`config.mk`:
```
export PLATFORM = sky130hd
export DESIGN_NAME = rx_char_queue
export DESIGN_NICKNAME = d
export VERILOG_FILES = /design/src/rtl/rx_char_queue.sv
export SDC_FILE = /design/constraint.sdc
export NUM_CORES = 1
export LEC_CHECK = 0
export BUFFER_PORTS_ARGS = -buffer_cell sky130_fd_sc_hd__buf_2
export CAP_MARGIN = 5
export CELL_PAD_IN_SITES_DETAIL_PLACEMENT = 1
export CELL_PAD_IN_SITES_GLOBAL_PLACEMENT = 1
export CORE_ASPECT_RATIO = 2
export CORE_MARGIN = 4
export CORE_UTILIZATION = 50
export CTS_CLUSTER_SIZE = 10
export DETAILED_ROUTE_END_ITERATION = 8
export PLACE_DENSITY_LB_ADDON = 0.15
export SETUP_SLACK_MARGIN = 0.02
export SLEW_MARGIN = 20
export SYNTH_ARGS = -nofsm -noshare
export SYNTH_HDL_FRONTEND = slang
export SYNTH_SLANG_ARGS = --single-unit
```
`constraint.sdc`:
```
create_clock -name clk -period 3.1 [get_ports clk]
set_clock_uncertainty 0.1 [all_clocks]
set_input_delay 0.155 -clock clk [delete_from_list [all_inputs] [get_ports clk]]
set_output_delay 0.155 -clock clk [all_outputs]
set_load 0.01 [all_outputs]
```
`src/rtl/rx_char_queue.sv`:
```
module rx_char_queue #(
  parameter int DEPTH = 64,
  parameter int DW    = 8,
  parameter int TW    = 3
) (
  input  logic                         clk,
  input  logic                         rst_n,
  input  logic                         wr_en,
  input  logic [DW-1:0]                wr_data,
  input  logic [TW-1:0]                wr_tags,
  input  logic                         rd_en,
  input  logic                         stat_rd,
  input  logic [1:0]                   cfg_wlen,
  input  logic                         cfg_thresh_mode,
  input  logic [$clog2(DEPTH):0]       cfg_thresh,
  input  logic                         cfg_rx_ie,
  input  logic                         bit_tick,
  output logic [DW-1:0]                head_data,
  output logic [TW-1:0]                head_tags,
  output logic                         data_ready,
  output logic                         tmo_flag,
  output logic                         overrun,
  output logic                         irq
);
  localparam int AW    = $clog2(DEPTH);
  localparam int EW    = DW + TW;
  localparam int TMAX  = 4 * (7 + 3) + 12;
  localparam int CW    = $clog2(TMAX + 1);

  logic [EW-1:0] mem [DEPTH];
  logic [AW-1:0] wp, rp;
  logic [AW:0]   count;
  logic [CW-1:0] tcnt;
  logic [CW-1:0] tlimit;

  wire empty = (count == '0);
  wire full  = (count == (AW+1)'(DEPTH));
  wire push  = wr_en && !full;
  wire pop   = rd_en && !empty;

  assign tlimit = CW'(40) + CW'({cfg_wlen, 2'b00});

  assign {head_data, head_tags} = mem[rp];
  assign data_ready = !empty;

  wire lvl_hit = !empty && (!cfg_thresh_mode || count >= cfg_thresh);
  assign irq = cfg_rx_ie && (lvl_hit || tmo_flag);

  always_ff @(posedge clk) begin
    if (push) mem[wp] <= {wr_data, wr_tags};
  end

  always_ff @(posedge clk or negedge rst_n) begin
    if (!rst_n) begin
      wp    <= '0;
      rp    <= '0;
      count <= '0;
    end else begin
      if (push) wp <= (wp == AW'(DEPTH-1)) ? '0 : wp + 1'b1;
      if (pop)  rp <= (rp == AW'(DEPTH-1)) ? '0 : rp + 1'b1;
      case ({push, pop})
        2'b10:   count <= count + 1'b1;
        2'b01:   count <= count - 1'b1;
        default: count <= count;
      endcase
    end
  end

  always_ff @(posedge clk or negedge rst_n) begin
    if (!rst_n) begin
      tcnt     <= '0;
      tmo_flag <= 1'b0;
    end else if (wr_en || pop || empty) begin
      tcnt     <= '0;
      tmo_flag <= 1'b0;
    end else if (bit_tick && !tmo_flag) begin
      if (tcnt == tlimit - 1'b1) begin
        tcnt     <= '0;
        tmo_flag <= 1'b1;
      end else begin
        tcnt <= tcnt + 1'b1;
      end
    end
  end

  always_ff @(posedge clk or negedge rst_n) begin
    if (!rst_n)              overrun <= 1'b0;
    else if (wr_en && full)  overrun <= 1'b1;
    else if (stat_rd)        overrun <= 1'b0;
  end


  count_bound_chk: assert property (@(posedge clk) disable iff (!rst_n)
    count <= (AW+1)'(DEPTH));


  first_ready_chk: assert property (@(posedge clk) disable iff (!rst_n)
    (wr_en && empty) |=> data_ready);


  last_pop_chk: assert property (@(posedge clk) disable iff (!rst_n)
    (rd_en && !wr_en && count == 1) |=> !data_ready);


  drop_full_chk: assert property (@(posedge clk) disable iff (!rst_n)
    (wr_en && full && !rd_en) |=> (full && overrun));


  ovr_hold_chk: assert property (@(posedge clk) disable iff (!rst_n)
    (overrun && !stat_rd) |=> overrun);


  ovr_clear_chk: assert property (@(posedge clk) disable iff (!rst_n)
    (stat_rd && !(wr_en && full)) |=> !overrun);


  tmo_needs_data_chk: assert property (@(posedge clk) disable iff (!rst_n)
    tmo_flag |-> data_ready);


  tmo_restart_chk: assert property (@(posedge clk) disable iff (!rst_n)
    (wr_en || rd_en) |=> !tmo_flag);
endmodule

```
==> run summary, run 1 <==
outcome = finished with violations
failing checks = negative setup slack
Final Util = 60.4%
top cell type's share of synthesized area = 73.0%
Cell Rows = 124
top_reg_cell synth = edfxtp_1
non-filler cells, final = 2421
Hold WC Path Type = input port to async pin
Worst-path clk slew = 60 ps
syn nets = 1442
library cells used by synthesis = 66
ANT cells = 0
Hold Vio Cnt, Final = 0
CP required = 2840 ps
Pre-antenna DRT Iters = 5
R2R depth = 11
area delta synth->final = 19.3%
DRC = 0
Startpoint Class = flop
maxcap violations = 0
total core area = 0.0572 mm^2
CTS root buffer = clkbuf_16
worst setup margin = -173 ps
first-pass GRT wire length = 110 mm
TritonCTS clock tree = yes
leakage dissipation = 11.3 nW
count leader, synth = edfxtp_1
Final period util = 106%
Starting DRT DRC Count = 1376
initial antenna violation count = 0
FF-to-FF Start = count[5]
share of cells above drive strength 1 = 36.6%
Max VDD drop = 0.682 mV
sequential area share after synthesis = 75.3%
grt ovf = 0
Rel. slew slack = 23.8%
# fillers = 4790
CTS sink cnt = 731
Worst Path Max Fanout = 15
io pins = 43
Ys Warns = 0
crit path kind = flop to output pin
CTS Buf Count = 83
Power Dens Cells = 906 mW/mm^2
post-DR vias/cell = 6.08
Detailed Route WL = 75.3 mm
leading post-synthesis cells by cell area = edfxtp_1 73%, mux4_2 13%, dfrtp_1 2.3%
post-synthesis async set-or-reset flop share = 3.69%
cells after synthesis = 1400
HPWL after DPL = 48.0 mm
nets = 1679
crit path capture type = output pin
worst-skew pair later-pin latency = 610 ps
post-synth top area cell = edfxtp_1
drt wl/cell = 31.1 um
Setup-failing EPs final = 11
Max Root-Sink Buffers = 3
GRT Total Usage = 24.5%
via count = 14709
Die ar. = 0.0621 mm^2
worst r2r dst = count[6]
Die Wd = 178 um
Port Buf Inserts = 42
worst-margin pin slew = 1140 ps
Post-Syn Area per Cell = 20.7 um^2
worst setup path end = head_tags[1]
H-tree Lvls = 3
CP Launch Point = rp[1]
synth cell count leaders = 704 x edfxtp_1, 172 x mux4_2, 80 x nor2_1
vias in the first global route = 16187
pin count of the biggest net entering global routing = 65
Cells after DPL = 2250
Reg2Reg Setup Slack = 100 ps
Synth Register Bits = 731
min cycle time layout = 3270 ps
Initial Util = 50.6%
EDFF count, synth = 704
CP arrival = 3020 ps
Final ANT Viol Nets = 0
RSZ-0062 raised after global routing = true
pins over their slew limit = 0
Max Fclk = 306 MHz
Chip Height = 348 um
final RePlAce weighted congestion = 0.878
post-synthesis cell area = 0.0290 mm^2
-- worst min-delay path by stage --
stage	startpoint	end	slack (ps)	depth (start not counted)
floorplan	rst_n	count[0]	-240	0
global placement	rst_n	rp[1]	170	1
detailed placement	rst_n	rp[1]	160	1
CTS	wr_tags[0]	mem[49][0]	20	1
global route	wr_tags[0]	mem[49][0]	50	1
finish	rst_n	count[4]	50	2
-- state kept, by name, summed over array words and instances, names as in the netlist --
name and cells:
mem 704, rp 6, wp 6, overrun 1, tmo_flag 1, count 7
tcnt 6
-- routing by layer --
metal / up-vias / track usage (%) / wire [um]
li1: 6267 / - / -
met1: 7842 / 29.1 / 26500
met2: 458 / 44.6 / 41800
met3: 142 / 3.15 / 3330
met4: 0 / 10.5 / 3630
met5: - / 0 / 0
-- layout make-up --
type / count / area [um^2] / area share (%)
inverter: 16 / 72.6 / 0.210
timing repair buffer: 227 / 2190 / 6.33
multi-input combinational: 578 / 7240 / 21.0
sequential: 731 / 21800 / 63.2
clock buffer: 111 / 2270 / 6.56
clock inverter: 2 / 17.5 / 0.0507
tap: 756 / 946 / 2.74
-- worst max-delay path: stages (launching register included) --
cell	delay, ps
dfrtp_4	530
buf_6	170
buf_16	160
buf_12	140
buf_12	150
mux4_2	230
mux2i_1	70
buf_4	170
o21ai_1	290
and4_1	320
buf_2	160
-- power by group --
group / leakage, nW / switching, mW / internal, mW
sequential: 6.67 / 0.412 / 11.3
clock: 1.11 / 3.54 / 5.02
combinational: 3.55 / 5.81 / 5.28
-- stage by stage --
stage / setup WS, ps / TNS [ps] / area, um^2 / power (mW) / hold WS, ps
2_1_floorplan: 21.3 / 0 / 29000 / 17.1 / -241
3_3_place_gp: 65.4 / 0 / 30800 / 20.6 / 168
3_5_place_dp: 58.4 / 0 / 30800 / 20.7 / 158
4_1_cts: -188 / -1680 / 33900 / 30.4 / 23.5
5_1_grt: -205 / -1610 / 34600 / 32.5 / 52.4
6_report: -173 / -917 / 34600 / 31.3 / 47.5
-- placed cells by master, fill, tap and decap left out, drive strengths merged, types with 3 or more instances in the layout --
cell         instances
edfxtp             704
buf                210
mux4               172
clkbuf             117
nor2                82
mux2i               43
o21ai               34
nand2               31
dfrtp               27
a22oi               25
a221oi              23
nand3               19
inv                 16
a21oi               15
ha                  14
nor2b               13
and4                10
xnor2                9
dlygate4sd3          9
xor2                 8
a211oi               6
nand3b               5
nand4                5
a22o                 4
and2                 4
mux2                 4
o22ai                4
nor4                 4
or2                  3
nand2b               3
a21o                 3
a31o                 3
and3                 3
-- what timing repair did --
action	in CTS	in global routing
pin swaps	5	12
setup endpoints to repair	11	14
setup buffers	14	24
hold endpoints to repair	60	0
gates cloned	5	6
resized for setup	71	61
hold buffers	9	0
-- kinds of logic after synthesis --
kind of cell / Yosys count / share of synthesized area, %
muxes: 219 / 15.0
xor gates and xnor gates: 17 / 0.540
AOI/OAI and AO/OA: 137 / 3.36
buffers and inverters: 91 / 1.74
adders and majority gates: 14 / 0.605
and+or+nand+nor: 191 / 3.44
DFF: 731 / 75.3
(Power assumes the default switching activity.)
==> run 2: changes to the inputs <==
- ABC_AREA: unset -> 1
- CORE_MARGIN: 4 -> unset
- clock period: 3.1 -> 4.05 ns (I/O delays scaled with it)
==> run 2 against run 1 <==
Against the previous run:
- the run now ends clean
- setup slack better by 420 ps
- critical path depth unchanged
- synthesized cell count up 120%
- critical endpoint is now head_data[5]
- largest cell class unchanged
==> run summary, run 2 <==
Detailed Route WL = 95.4 mm (+27%)
Max Root-Sink Buffers = 3 (unchanged)
initial antenna violation count = 1 (+1)
post-synth top area cell = edfxtp_1
Setup-failing EPs final = 0 (-11)
non-filler cells, final = 3991 (+65%)
post-DR vias/cell = 5.59 (-8.0%)
CTS Buf Count = 83 (unchanged)
count leader, synth = nand2_1
Pre-antenna DRT Iters = 6 (+1)
top_reg_cell synth = edfxtp_1
GRT Total Usage = 30.0% (+5.5 points)
commonest non-fill, non-tap cells in the layout = 962 x nand2_1, 704 x edfxtp_1, 371 x inv_1, 363 x nand3_1, 295 x nor2_1
CP arrival = 3500 ps (+480 ps)
CTS sink cnt = 731 (unchanged)
Worst-path clk slew = 60 ps (about the same)
Setup Total Neg Slack = 0 ps (+917 ps)
total core area = 0.0628 mm^2 (+9.7%)
crit path capture type = output pin
drt wl/cell = 23.9 um (-23%)
max reg flops = 704 (unchanged)
via count = 22312 (+52%)
pin count of the biggest net entering global routing = 137 (+110%)
grt ovf = 0 (unchanged)
EDFF count, synth = 704 (unchanged)
worst-skew pair later-pin latency = 640 ps (+30 ps)
vias in the first global route = 24238 (+50%)
most flop-heavy register = mem
CP required = 3750 ps (+910 ps)
library cells used by synthesis = 30 (-55%)
cells after synthesis = 3085 (+120%)
worst setup margin = 249 ps (+422 ps)
worst-margin pin slew = 1080 ps (-60.8 ps)
post-synthesis cell area = 0.0318 mm^2 (+9.7%)
first-pass GRT wire length = 142 mm (+30%)
Post-CTS Setup Inserts = 0 (-14)
# fillers = 6749 (+41%)
Placement Cell Area = 0.0331 mm^2 (+7.4%)
Worst Path Max Fanout = 136 (+121)
min cycle time layout = 3800 ps
leakage dissipation = 14.5 nW (+28%)
Die Wd = 180 um (+1.2%)
syn nets = 3127 (+120%)
maxcap violations = 0 (unchanged)
Port Buf Inserts = 42 (unchanged)
commonest non-fill, non-tap cell in the layout = nand2_1
Die ar. = 0.0647 mm^2 (+4.1%)
outcome = complete, no violations
Hold WC Path Type = input port to flop
Initial Util = 50.6% (about the same)
post-synthesis async set-or-reset flop share = 3.69% (unchanged)
share of cells above drive strength 1 = 8.04% (-29 points)
Power Dens Cells = 651 mW/mm^2 (-28%)
Max VDD drop = 0.542 mV (-21%)
CTS root buffer = clkbuf_16
final RePlAce weighted congestion = 0.879 (+0.16%)
DRC = 0 (unchanged)
overall power = 23.1 mW (-26%)
hold buffer count at cts = 8 (-1)
leading post-synthesis cells by cell area = edfxtp_1 66%, nand2_1 11%, nand3_1 5.7%
Placement Setup Slack = 718 ps (+659 ps)
top cell type's share of synthesized area = 66.5% (-6.5 points)
top flop regs = mem: 704 flops, count: 7 flops
RSZ-0062 raised after global routing = false
Max Fclk = 263 MHz
crit path kind = flop to output pin
Cell Rows = 130 (+4.8%)
nets = 3219 (+92%)
pins over their slew limit = 0 (unchanged)
Post-Syn Area per Cell = 10.3 um^2 (-50%)
Synth Register Bits = 731 (unchanged)
Starting DRT DRC Count = 1488 (+8.1%)
TritonCTS clock tree = yes
H-tree Lvls = 3 (unchanged)
HPWL after DPL = 60.1 mm (+25%)
Startpoint Class = flop
sequential area share after synthesis = 68.6% (-6.7 points)
Ys Warns = 0 (unchanged)
Chip Height = 359 um (+2.9%)
Hold Vio Cnt, Final = 0 (unchanged)
Final ANT Viol Nets = 0 (unchanged)
cell area after layout = 0.0355 mm^2 (+2.6%)
Rel. slew slack = 27.9% (+4.1 points)
Final period util = 93.8%
io pins = 43 (unchanged)
area delta synth->final = 11.5%
synth cell count leaders = 962 x nand2_1, 704 x edfxtp_1, 372 x inv_1
post-cts gate resize count = 0 (-100%)
Cells after DPL = 3876 (+72%)
[run 2: cell count changes after synthesis, moves of 20 or more]
cell,delta
clkbuf_1,+20
nand3_1,+345
inv_1,+358
nor2_1,+217
a221oi_1,-23
buf_2,+35
a22oi_1,-25
nand2_1,+934
o21ai_0,+83
mux2i_1,-43
mux4_2,-172
[run 2: critical path, cell delays in order, from the launching register on]
cell	delay, ps
dfrtp_4	780
buf_12	510
nand3_1	200
nand3_1	170
nand3_1	190
nand2_1	190
nand2_1	70
nand2_1	170
inv_1	60
nand2_1	110
buf_2	150
[run 2: report_power, final]
part / internal, mW / total (mW) / switching (mW)
registers: 8.65 / 8.94 / 0.297
clock network: 3.75 / 6.63 / 2.88
logic: 1.99 / 7.52 / 5.54
total: 14.4 / 23.1 / 8.71
[run 2: cells by family after synthesis]
| family | count (synthesis) | synth area share (%) |
|---|---|---|
| and+or+nand+nor | 1653 | 21.2 |
| DFF | 731 | 68.6 |
| buffers and inverters | 525 | 6.91 |
| AOI/OAI and AO/OA | 148 | 2.36 |
| xor gates and xnor gates | 14 | 0.386 |
| adders and majority gates | 14 | 0.551 |
[run 2: per-layer routing]
| layer | GRT usage (%) | vias to the layer above | share of wire (%) |
|---|---|---|---|
| met5 | 0 | - | 0 |
| met4 | 20.8 | 0 | 6.8 |
| met3 | 3.26 | 257 | 3.4 |
| met2 | 56.8 | 596 | 55 |
| met1 | 31.0 | 11231 | 35 |
| li1 | - | 10228 | - |
[run 2: stage by stage]
step                utilization [%]  hold WS, ps
detailed placement             52.7          203
global route                   56.5         38.8
CTS                            56.5         15.4
floorplan                         -         -193
finish                         56.5         43.8
global placement               52.7          198
[run 2: worst paths after layout]
check                           start      endpoint  slack (ps)  cells past startpoint
setup / recovery                rp[1]  head_data[5]         250                     10
hold / removal             wr_tags[0]     mem[3][0]          40                      1
setup reg to reg             count[0]    mem[54][0]         810                      7
hold reg to reg              count[0]      count[0]         480                      1
max in group asynchronous       rst_n         rp[1]        3260                      2
min in group asynchronous       rst_n         rp[0]          60                      2
[run 2: cell type report]
cell class	instances	area [um^2]	share of cell area, %
tap	792	991	2.80
inverter	378	1430	4.04
sequential	731	21800	61.6
clock buffer	99	2180	6.15
multi-input combinational	1829	7780	22.0
timing repair buffer	154	1170	3.30
antenna	1	2.50	0.00706
clock inverter	7	71.3	0.201
==> run 3: changes to the inputs <==
- CORE_UTILIZATION: 50 -> 45
==> run 3 against run 2 <==
Against the previous run:
- setup slack better by 160 ps
- hold slack better by 26 ps
- first-iteration DRC count down 18%
- maximum frequency up 4.3%
- final cell count up 3.4%
- register-to-register slack worse by 170 ps
- sequential cell count unchanged
- sequential power about the same
- largest cell class unchanged
- largest power group unchanged
- highest routed layer unchanged
==> run summary, run 3 (synthesis gave the netlist of run 2 again) <==
GRT Total Usage = 26.9% (-3.1 points)
outcome = complete, no violations
Hold Vio Cnt, Final = 0 (unchanged)
worst-skew pair later-pin latency = 640 ps (about the same)
crit path kind = flop to output pin
cell family with most CP delay = buffers and inverters
Worst-path clk slew = 50 ps (about the same)
Startpoint Class = flop
Clk pwr share = 29.3% (+0.6 points)
Die ar. = 0.0718 mm^2 (+11%)
Initial Util = 45.6% (-5.1 points)
met2 wire len = 51.7 mm (-0.87%)
Flop pwr share = 39.0% (+0.3 points)
most flop-heavy register = mem
nets = 3231 (+0.37%)
post-cts gate resize count = 0 (unchanged)
HPWL after DPL = 60.3 mm (+0.24%)
Power Dens Cells = 644 mW/mm^2 (-1.1%)
area of the multi-input gates = 0.00779 mm^2 (about the same)
grt ovf = 0 (unchanged)
CTS sink cnt = 731 (unchanged)
Max VDD drop = 0.360 mV (-33%)
drt wl/cell = 22.7 um (-4.9%)
top flop regs = mem: 704 flops, count: 7 flops
max reg flops = 704 (unchanged)
Final ANT Viol Nets = 0 (unchanged)
worst-margin pin slew = 1100 ps (+20.5 ps)
Worst Path Max Fanout = 91 (-33%)
critical path, cell by cell = inv_8 -> buf_12 -> buf_4 -> o21ai_0 -> nand3_1 -> nand3_1 -> nand2_1 -> nand3_1 -> nand2_1 -> buf_2
via count = 22007 (-1.4%)
first-pass GRT wire length = 142 mm (-0.58%)
Starting DRT DRC Count = 1220 (-18%)
Setup-failing EPs final = 0 (unchanged)
CP required = 3750 ps (about the same)
initial antenna violation count = 0 (-1)
commonest non-fill, non-tap cells in the layout = 962 x nand2_1, 704 x edfxtp_1, 371 x inv_1, 363 x nand3_1, 295 x nor2_1
area delta synth->final = 12.4%
worst setup margin = 405 ps (+156 ps)
cell area after layout = 0.0357 mm^2 (+0.83%)
commonest non-fill, non-tap cell in the layout = nand2_1
RSZ-0062 raised after global routing = false
CP arrival = 3340 ps (-160 ps)
CTS root buffer = clkbuf_16
Post-CTS Setup Inserts = 0 (unchanged)
post-DR vias/cell = 5.33 (-4.6%)
Cell Rows = 137 (+5.4%)
DRC = 0 (unchanged)
Highest Signal Layer = met4
final RePlAce weighted congestion = 0.849 (-3.4%)
Max Fclk = 274 MHz (+4.3%)
io pins = 43 (unchanged)
H-tree Lvls = 3 (unchanged)
total core area = 0.0698 mm^2 (+11%)
Port Buf Inserts = 42 (unchanged)
Max Root-Sink Buffers = 3 (unchanged)
Final period util = 90.0% (-3.8 points)
Detailed Route WL = 93.9 mm (-1.6%)
Setup Total Neg Slack = 0 ps (unchanged)
Placement Cell Area = 0.0333 mm^2 (+0.69%)
TritonCTS clock tree = yes
Crit-path slowest cell = dfrtp_4
Pre-antenna DRT Iters = 5 (-1)
Worst Path Buf+Inv = 4 (+1)
CTS Buf Count = 83 (unchanged)
Sw Share = 36.9% (-0.83 points)
Int Power = 14.5 mW (+1.1%)
M1 WL = 34.2 mm (+2.2%)
register area = 0.0218 mm^2 (unchanged)
Rel. slew slack = 26.8% (-1.1 points)
vias in the first global route = 23823 (-1.7%)
ANT cells = 0 (-1)
# fillers = 7576 (+12%)
Chip Height = 378 um (+5.4%)
Hold WC Path Type = input port to async pin
Worst path most repeated cell = nand3_1
CP max stage delay = 650 ps (-130 ps)
pins over their slew limit = 0 (unchanged)
DR WL met3 = 3.29 mm (+0.24%)
min cycle time layout = 3650 ps (-156 ps)
combinational power share = 31.8% (-0.8 points)
Placement Setup Slack = 602 ps (-115 ps)
maxcap violations = 0 (unchanged)
crit path capture type = output pin
leakage dissipation = 14.6 nW (+0.58%)
Die Wd = 190 um (+5.3%)
share of cells above drive strength 1 = 8.25% (+0.21 points)
NetSw = 8.50 mW (-2.4%)
pin count of the biggest net entering global routing = 140 (+2.2%)
run 3: repair_timing:
item                       CTS  global route
setup endpoints to repair    0             0
hold buffers                 9             0
hold endpoints to repair    38             0
run 3: worst paths after layout:
path                             start           end  slack [ps]  cells after the start
max                              rp[0]  head_data[5]         400                     10
min                              rst_n       tcnt[0]          70                      2
max reg2reg                   count[0]    mem[39][5]         640                      6
min reg2reg                    tcnt[1]       tcnt[1]         460                      2
max in group asynchronous        rst_n         rp[1]        3240                      2
min in group clk           cfg_wlen[0]       tcnt[4]          80                      6
run 3: power groups by stage:
stage | sequential, mW | combinational (mW) | clock (mW)
after floorplan | 8.91 | 4.68 | 0
after global placement | 9.10 | 7.20 | 0
after detailed placement | 9.13 | 7.36 | 0
after CTS | 8.97 | 7.41 | 6.87
after global routing | 9.01 | 8.03 | 7.10
final | 8.97 | 7.32 | 6.74
run 3: layout make-up:
cell class	count	share of cell area [%]
inverters	378	4.00
repair buffers	166	3.54
clock inverters	3	0.0595
multi-input cells	1829	21.8
well taps	903	3.16
flip-flops and latches	731	61.1
clock buffers	117	6.41
run 3: per-layer routing:
metal,vias to the layer above,global-route usage [%]
met1,11108,28.7
met2,439,51.0
met4,0,13.6
li1,10269,-
met3,191,3.60
met5,-,0
run 3: metrics by stage:
step                      utilization [%]  hold WS, ps  std cells  power (mW)
after CTS                            51.2         47.9       4127        23.3
after detailed placement             47.8          201       3998        16.5
after floorplan                         -         -193       3085        13.6
final                                51.2         70.0       4127        23.0
after global placement               47.8          196       3998        16.3
after global routing                 51.2         91.8       4127        24.1
